==> src/rtl/sub_pkg.sv <==
package sub_pkg;
  typedef enum int {
    NET_RIPPLE     = 0,
    NET_CSEL       = 1,
    NET_SKLANSKY   = 2,
    NET_BRENT_KUNG = 3
  } net_e;

  localparam int POL_LOW    = 0;
  localparam int POL_HIGH   = 1;
  localparam int POL_UNUSED = 2;
endpackage

==> src/rtl/sub_pg.sv <==
module sub_pg #(
  parameter int WIDTH = 8
) (
  input  logic [WIDTH-1:0] a_i,
  input  logic [WIDTH-1:0] b_i,
  output logic [WIDTH-1:0] gen_o,
  output logic [WIDTH-1:0] prop_o
);
  logic [WIDTH-1:0] b_n;

  assign b_n    = ~b_i;
  assign gen_o  = a_i & b_n;
  assign prop_o = a_i ^ b_n;
endmodule

==> src/rtl/sub_carry_net.sv <==
module sub_carry_net #(
  parameter int          WIDTH = 8,
  parameter sub_pkg::net_e NET = sub_pkg::NET_SKLANSKY,
  parameter int          BLK   = 4
) (
  input  logic [WIDTH-1:0] gen_i,
  input  logic [WIDTH-1:0] prop_i,
  input  logic             c0_i,
  output logic [WIDTH-1:0] cout_o   // carry out of each bit position
);
  localparam int LVL  = (WIDTH > 1) ? $clog2(WIDTH) : 1;
  localparam int NBLK = (WIDTH + BLK - 1) / BLK;
  localparam int BKS  = 2 * LVL - 1;

  // Bit 0 absorbs the incoming carry, so group terms become true prefixes.
  logic [WIDTH-1:0] g0;
  always_comb begin
    g0    = gen_i;
    g0[0] = gen_i[0] | (prop_i[0] & c0_i);
  end

  generate
    if (NET == sub_pkg::NET_RIPPLE) begin : g_ripple
      always_comb begin
        logic c;
        c = c0_i;
        for (int i = 0; i < WIDTH; i++) begin
          c = gen_i[i] | (prop_i[i] & c);
          cout_o[i] = c;
        end
      end
    end else if (NET == sub_pkg::NET_CSEL) begin : g_csel
      always_comb begin
        logic cb, r0, r1;
        cout_o = '0;
        cb = c0_i;
        for (int k = 0; k < NBLK; k++) begin
          r0 = 1'b0;
          r1 = 1'b1;
          for (int t = 0; t < BLK; t++) begin
            if (k * BLK + t < WIDTH) begin
              r0 = gen_i[k*BLK+t] | (prop_i[k*BLK+t] & r0);
              r1 = gen_i[k*BLK+t] | (prop_i[k*BLK+t] & r1);
              cout_o[k*BLK+t] = cb ? r1 : r0;
            end
          end
          cb = cb ? r1 : r0;
        end
      end
    end else if (NET == sub_pkg::NET_SKLANSKY) begin : g_skl
      for (genvar s = 0; s <= LVL; s++) begin : stg
        logic [WIDTH-1:0] gg, pp;
        if (s == 0) begin : g_base
          assign gg = g0;
          assign pp = prop_i;
        end else begin : g_lvl
          for (genvar i = 0; i < WIDTH; i++) begin : bit_l
            localparam int J = (((i >> (s - 1)) << (s - 1)) - 1);
            if (((i >> (s - 1)) & 1) == 1) begin : g_mix
              assign gg[i] = stg[s-1].gg[i] | (stg[s-1].pp[i] & stg[s-1].gg[J]);
              assign pp[i] = stg[s-1].pp[i] & stg[s-1].pp[J];
            end else begin : g_pass
              assign gg[i] = stg[s-1].gg[i];
              assign pp[i] = stg[s-1].pp[i];
            end
          end
        end
      end
      assign cout_o = stg[LVL].gg;
    end else begin : g_bk
      for (genvar s = 0; s <= BKS; s++) begin : stg
        logic [WIDTH-1:0] gg, pp;
        if (s == 0) begin : g_base
          assign gg = g0;
          assign pp = prop_i;
        end else begin : g_lvl
          localparam bit UP = (s <= LVL);
          localparam int D  = UP ? (1 << (s - 1)) : (1 << (2 * LVL - 1 - s));
          for (genvar i = 0; i < WIDTH; i++) begin : bit_l
            localparam bit MIX = UP ? (((i + 1) % (2 * D)) == 0)
                                    : ((((i + 1) % (2 * D)) == D) && (i >= D));
            if (MIX) begin : g_mix
              assign gg[i] = stg[s-1].gg[i] | (stg[s-1].pp[i] & stg[s-1].gg[i-D]);
              assign pp[i] = stg[s-1].pp[i] & stg[s-1].pp[i-D];
            end else begin : g_pass
              assign gg[i] = stg[s-1].gg[i];
              assign pp[i] = stg[s-1].pp[i];
            end
          end
        end
      end
      assign cout_o = stg[BKS].gg;
    end
  endgenerate

  // whatever the network, each carry must obey the one-bit recurrence
  always_comb begin

    net_recur_chk: assert (cout_o[0] == (gen_i[0] | (prop_i[0] & c0_i)));
    for (int i = 1; i < WIDTH; i++) begin

      net_chain_chk: assert (cout_o[i] == (gen_i[i] | (prop_i[i] & cout_o[i-1])));
    end
  end
endmodule

==> src/rtl/prefix_subtractor.sv <==
module prefix_subtractor #(
  parameter int            WIDTH    = 8,
  parameter sub_pkg::net_e NET      = sub_pkg::NET_SKLANSKY,
  parameter int            BIN_POL  = 1,
  parameter int            BOUT_POL = 1
) (
  input  logic [WIDTH-1:0] minuend_i,
  input  logic [WIDTH-1:0] subtrahend_i,
  input  logic             borrow_in_i,
  output logic [WIDTH-1:0] diff_o,
  output logic             borrow_out_o
);
  logic             bin_ah;
  logic [WIDTH-1:0] gen, prop, co, cin_vec;
  logic             bor_ah;

  generate
    if (BIN_POL == sub_pkg::POL_LOW) begin : g_bin_low
      assign bin_ah = ~borrow_in_i;
    end else if (BIN_POL == sub_pkg::POL_HIGH) begin : g_bin_high
      assign bin_ah = borrow_in_i;
    end else begin : g_bin_off
      assign bin_ah = 1'b0;
    end
  endgenerate

  sub_pg #(.WIDTH(WIDTH)) u_pg (
    .a_i    (minuend_i),
    .b_i    (subtrahend_i),
    .gen_o  (gen),
    .prop_o (prop)
  );

  sub_carry_net #(.WIDTH(WIDTH), .NET(NET)) u_net (
    .gen_i  (gen),
    .prop_i (prop),
    .c0_i   (~bin_ah),
    .cout_o (co)
  );

  assign cin_vec = {co[WIDTH-2:0], ~bin_ah};
  assign diff_o  = prop ^ cin_vec;
  assign bor_ah  = ~co[WIDTH-1];

  generate
    if (BOUT_POL == sub_pkg::POL_LOW) begin : g_bout_low
      assign borrow_out_o = ~bor_ah;
    end else if (BOUT_POL == sub_pkg::POL_HIGH) begin : g_bout_high
      assign borrow_out_o = bor_ah;
    end else begin : g_bout_off
      assign borrow_out_o = 1'b0;
    end
  endgenerate

  // Arithmetic cross-checks against plain wide operators
  logic [WIDTH:0] ext_ref;
  logic           lt_ref;
  assign ext_ref = {1'b0, minuend_i} - {1'b0, subtrahend_i} - (WIDTH+1)'(bin_ah);
  assign lt_ref  = ({1'b0, minuend_i} < ({1'b0, subtrahend_i} + (WIDTH+1)'(bin_ah)));

  always_comb begin

    diff_chk: assert (diff_o == ext_ref[WIDTH-1:0]);

    borrow_chk: assert (bor_ah == lt_ref);

    bout_pin_chk: assert (borrow_out_o == ((BOUT_POL == 0) ? ~lt_ref :
                                           (BOUT_POL == 1) ?  lt_ref : 1'b0));
  end
endmodule

==> config.mk <==
export PLATFORM = sky130hd
export DESIGN_NAME = prefix_subtractor
export DESIGN_NICKNAME = d
export VERILOG_FILES = /design/src/rtl/sub_pkg.sv /design/src/rtl/sub_pg.sv /design/src/rtl/sub_carry_net.sv /design/src/rtl/prefix_subtractor.sv
export SDC_FILE = /design/constraint.sdc
export NUM_CORES = 1
export LEC_CHECK = 0
export ABC_AREA = 1
export CORE_AREA = 2 2 39 41
export DETAILED_ROUTE_END_ITERATION = 10
export DIE_AREA = 0 0 41 43
export PLACE_DENSITY = 0.73
export SYNTH_ARGS = -nofsm -noshare
export SYNTH_HDL_FRONTEND = slang
export SYNTH_SLANG_ARGS = --single-unit
==> constraint.sdc <==
create_clock -name vclk -period 10.8
set_clock_uncertainty 0.1 [all_clocks]
set_input_delay 3.24 -clock vclk [all_inputs]
set_output_delay 3.24 -clock vclk [all_outputs]
set_load 0.02 [all_outputs]
==> impl_results.md, run 1 <==
- Internal: 22.0 uW
- Final Hold Vio Count: 0
- DR vias/cell: 4.14
- Sequential area share after synthesis: 0
- Post CTS Setup Buffer Count: 0
- Slowest cell on crit path: clkdlybuf4s50_1
- DRC: 0
- Type of the most critical hold path: input pin to primary output
- Mapped cell area: 343 um^2
- Antenna Cells: 0
- Worst-path cell chain: clkdlybuf4s50_1 -> inv_1 -> fa_1 -> fa_1 -> inv_1 -> nand3_1 -> nand2_2 -> inv_1 -> fa_1 -> xnor2_1 -> clkdlybuf4s50_1
- Worst setup SP type: input pin
- Initial antenna violation count: 0
- Post-CTS Resized: 0
- Clkbuf count: 0
- WS Path Type: input pin to primary output
- Switching share of power: 0.480
- Final setup violation count: 0
- Actual slew at the worst max-slew pin: 0.221 ns
- I/O Buffers: 26
- Distinct cells, synth: 11
- Synth warn: 0
- Crit end category: primary output
- CP required: 7.46 ns
- Die X: 41 um
- Core area: 1380 um^2
- Fin crit share: 0.870
- Worst vdd ir: 0.0283 mV
- Die Span Y: 43 um
- Sequential cells: 0
- PD cells: 68.0 nW/um^2
- Hold_buf cts: 0
- Post-route ant nets: 0
- Number of max-cap violations: 0
- Starting density of the core: 0.248
- Fin nets: 109
- Max-slew headroom: 0.852
- Tmin final: 9.39 ns
- Flop pwr share: 0
- Post-Synthesis Cells: 54
- CP arrival: 6.05 ns
- Tot Pwr: 42.3 uW
- FF+latch area: 0 um^2
- Crit path max-delay family: buffers and inverters
- Status: completed
- Die area: 1760 um^2
- Leak Pwr: 0.337 nW
- Largest stage delay, worst path: 0.62 ns
- Largest net degree at the start of global routing: 5
- Vias in the first global route: 357
- # rows: 14
- Gate power share: 1.000
- Detailed Route WL: 780 um
- Worst path buffer plus inverter count: 5
- Switch Pwr: 20.3 uW
- Fmax: 106 MHz
- I/O Pins: 26
- RSZ-0062 raised after global routing: false
- Grt ovf: 0
- Clock network power share: 0
- Slew Limit Fails: 0
- Vias: 397
- Starting DRT DRC Count: 3
- GPL Wtd Cong: 0.659
- Total track usage: 0.0982
- Syn_nets: 81
- First-pass GRT wire length: 1280 um
- DRT Pass-1 Iters: 3
- Synth Area per Inst: 6.35 um^2
- Routed len/inst: 8.13 um
- CP max FO: 4
- Share of cells above drive strength 1: 0.0125
- TNS Setup: 0 ns
- Synth-to-layout area growth: 81.8%
- HPWL Detailed: 731 um
## layout by cell type, fill, tap and decap left out
cell | synthesis | final
nand2_1 | 12 | 12
clkdlybuf4s50_1 | 0 | 26
nand2_2 | 1 | 1
xor2_1 | 1 | 1
fa_1 | 4 | 4
o21ai_0 | 1 | 1
a21oi_1 | 4 | 4
nand3_1 | 3 | 3
xnor2_1 | 1 | 1
ha_1 | 6 | 6
nor2_1 | 2 | 2
inv_1 | 19 | 19
## power by group through the flow
stage                     registers (mW)  logic, mW  clock network [mW]
after global routing                   0     0.0470                   0
after global placement                 0     0.0422                   0
after CTS                              0     0.0430                   0
after floorplan                        0     0.0222                   0
final                                  0     0.0423                   0
after detailed placement               0     0.0429                   0
## through the flow
stage / hold WS, ns / area (um^2) / utilization / worst slack, ns / cells
after global routing: 7.63 / 623 / 0.450 / 1.20 / 96
final: 7.58 / 623 / 0.450 / 1.41 / 96
after floorplan: 6.60 / 343 / - / 2.33 / 54
after global placement: 7.59 / 623 / 0.450 / 1.46 / 96
after detailed placement: 7.58 / 623 / 0.450 / 1.38 / 96
after CTS: 7.59 / 623 / 0.450 / 1.37 / 96
## worst paths after layout
kind / startpoint / end / slack [ns] / cells past startpoint
min: borrow_in_i / diff_o[0] / 7.58 / 4
max: minuend_i[0] / diff_o[5] / 1.41 / 11
## cell usage after synthesis
| cell | n | share of area |
|---|---|---|
| a21oi_1 | 4 | 0.058 |
| fa_1 | 4 | 0.23 |
| ha_1 | 6 | 0.22 |
| inv_1 | 19 | 0.21 |
| nand2_1 | 12 | 0.13 |
| nand2_2 | 1 | 0.018 |
| nand3_1 | 3 | 0.044 |
| nor2_1 | 2 | 0.022 |
| o21ai_0 | 1 | 0.015 |
| xnor2_1 | 1 | 0.026 |
| xor2_1 | 1 | 0.026 |
## cells by family (layout without fill, tap and decap cells)
logic type | count (synthesis) | in the layout | share of synthesized area
AO/OA/AOI/OAI | 5 | 5 | 0.0730
adder cells (fa/ha/maj) | 10 | 10 | 0.453
XOR/XNOR | 2 | 2 | 0.0511
buffers and inverters | 19 | 45 | 0.208
AND/OR/NAND/NOR | 18 | 18 | 0.215
## cell type report
cell class	count	area, um^2
Fill cell	140	761
Inverter	19	71.3
Multi-Input combinational cell	35	272
Tap cell	16	20.0
Timing Repair Buffer	26	260
## per-layer routing
| metal | share of wire | wire [um] | GRT usage | vias up |
|---|---|---|---|---|
| li1 | - | - | - | 210 |
| met1 | 0.36 | 284 | 0.115 | 170 |
| met2 | 0.52 | 402 | 0.191 | 17 |
| met3 | 0.12 | 94 | 0.00524 | 0 |
| met4 | 0 | 0 | 0 | 0 |
| met5 | 0 | 0 | 0 | - |
No activity file was read; power rests on OpenSTA's default activity.
==> run 2, diff against run 1 <==
- clock period: 10.8 -> 8.7 ns (I/O delays scaled with it)
==> impl_results.md, run 2 (synthesis gave the netlist of run 1 again) <==
- Status: completed
- Synth-to-layout area growth: 81.8% (unchanged)
- TNS Setup: 0 ns (unchanged)
- Post-route ant nets: 0 (unchanged)
- Initial antenna violation count: 0 (unchanged)
- Die area: 1760 um^2 (unchanged)
- Flop pwr share: 0 (unchanged)
- Detailed Route WL: 765 um (-1.9%)
- Hold_buf cts: 0 (unchanged)
- Largest net degree at the start of global routing: 5 (unchanged)
- Setup WS post-layout: 0.564 ns (-0.843 ns)
- Post-CTS Resized: 0 (unchanged)
- Final setup violation count: 0 (unchanged)
- Clock network power share: 0 (unchanged)
- Fmax: 123 MHz
- CP max FO: 4 (unchanged)
- Fin crit share: 0.935
- GRT busiest layer: met2
- Tmin final: 8.14 ns
- GR Layer Usage met3: 0.0105 (+0.00524)
- Gate power share: 1.000 (about the same)
- Post CTS Setup Buffer Count: 0 (unchanged)
- Filler instances: 142 (+1.4%)
- Switch Pwr: 25.2 uW (+24%)
- Starting DRT DRC Count: 6 (+3)
- Final Hold Vio Count: 0 (unchanged)
- Core area: 1380 um^2 (unchanged)
- Commonest non-fill, non-tap cell in the layout: clkdlybuf4s50_1
- FF+latch area: 0 um^2 (unchanged)
- Worst vdd ir: 0.0379 mV (+34%)
- GPL Wtd Cong: 0.613 (-6.9%)
- Vias: 404 (+1.8%)
- Grt ovf: 0 (unchanged)
- Grt met2 use: 0.184 (-0.00625)
- Slew Limit Fails: 0 (unchanged)
- Crit end category: primary output
- Total track usage: 0.0931 (-0.00510)
- Internal: 27.3 uW (+24%)
- Share of cells above drive strength 1: 0.0125 (unchanged)
- Type of the most critical hold path: input pin to primary output
- Starting density of the core: 0.248 (unchanged)
- Hold WS: 6.32 ns (-1.26 ns)
- WS Path Type: input pin to primary output
- Sequential cells: 0 (unchanged)
- Antenna Cells: 0 (unchanged)
- DR vias/cell: 4.21 (+1.8%)
- Most frequent cells in the layout: clkdlybuf4s50_1 (26), inv_1 (19), nand2_1 (12), ha_1 (6)
- Leak Pwr: 0.337 nW (unchanged)
- Vias in the first global route: 348 (-2.5%)
- Worst setup SP type: input pin
- Clkbuf count: 0 (unchanged)
- CP arrival: 5.43 ns (-0.62 ns)
- Fin nets: 109 (unchanged)
- Tot Pwr: 52.5 uW (+24%)
- PD cells: 84.2 nW/um^2 (+24%)
- Switching share of power: 0.480 (-0.000523)
- Die Span Y: 43 um (unchanged)
- Actual slew at the worst max-slew pin: 0.223 ns (+0.00243 ns)
- DRT Pass-1 Iters: 4 (+1)
- RSZ-0062 raised after global routing: false
- Die X: 41 um (unchanged)
- M1 GR Usage: 0.102 (-0.0131)
- Number of max-cap violations: 0 (unchanged)
- HPWL Detailed: 711 um (-2.8%)
- CP required: 5.99 ns (-1.47 ns)
- Max-slew headroom: 0.851 (-0.00162)
- First-pass GRT wire length: 1240 um (-3.2%)
- DRC: 0 (unchanged)
- DP Worst Slack: 0.564 ns (-0.817 ns)
- # rows: 14 (unchanged)
- I/O Buffers: 26 (unchanged)
- Routed len/inst: 7.97 um (-1.9%)
- I/O Pins: 26 (unchanged)
run 2: cell type report:
| type | instances | area, um^2 | area share |
|---|---|---|---|
| Multi-Input combinational cell | 35 | 272 | 0.436 |
| Timing Repair Buffer | 26 | 260 | 0.418 |
| Inverter | 19 | 71.3 | 0.114 |
| Tap cell | 16 | 20.0 | 0.0321 |
run 2: per-layer routing:
metal  wire [um]  vias to the layer above
met2         387                       19
met1         279                      175
met5           0                        -
met4           0                        0
li1            -                      210
met3          97                        0
run 2: power groups by stage:
stage	combinational [mW]	sequential, mW	clock [mW]
floorplan	0.0275	0	0
global placement	0.0522	0	0
detailed placement	0.0529	0	0
CTS	0.0532	0	0
global route	0.0575	0	0
finish	0.0525	0	0
run 2: final timing paths:
kind	startpoint	to	slack, ns	depth (start not counted)
setup / recovery	minuend_i[0]	diff_o[5]	0.56	11
hold / removal	borrow_in_i	diff_o[0]	6.32	4
run 2: worst max-delay path, cell delays in order:
cell and delay (ns):
clkdlybuf4s50_1 0.45, inv_1 0.05, fa_1 0.44, fa_1 0.37, inv_1 0.09, nand3_1 0.08, nand2_2 0.11, inv_1 0.05
fa_1 0.37, xnor2_1 0.17, clkdlybuf4s50_1 0.62
run 2: metrics by stage:
stage / utilization / area, um^2 / std cells
floorplan: - / 343 / 54
global placement: 0.450 / 623 / 96
detailed placement: 0.450 / 623 / 96
CTS: 0.450 / 623 / 96
global route: 0.450 / 623 / 96
finish: 0.450 / 623 / 96
==> run 3, diff against run 2 <==
- TNS_END_PERCENT: default -> 1
==> results of run 3 <==
No change in the layout: final DEF, timing and power equal those of run 2.
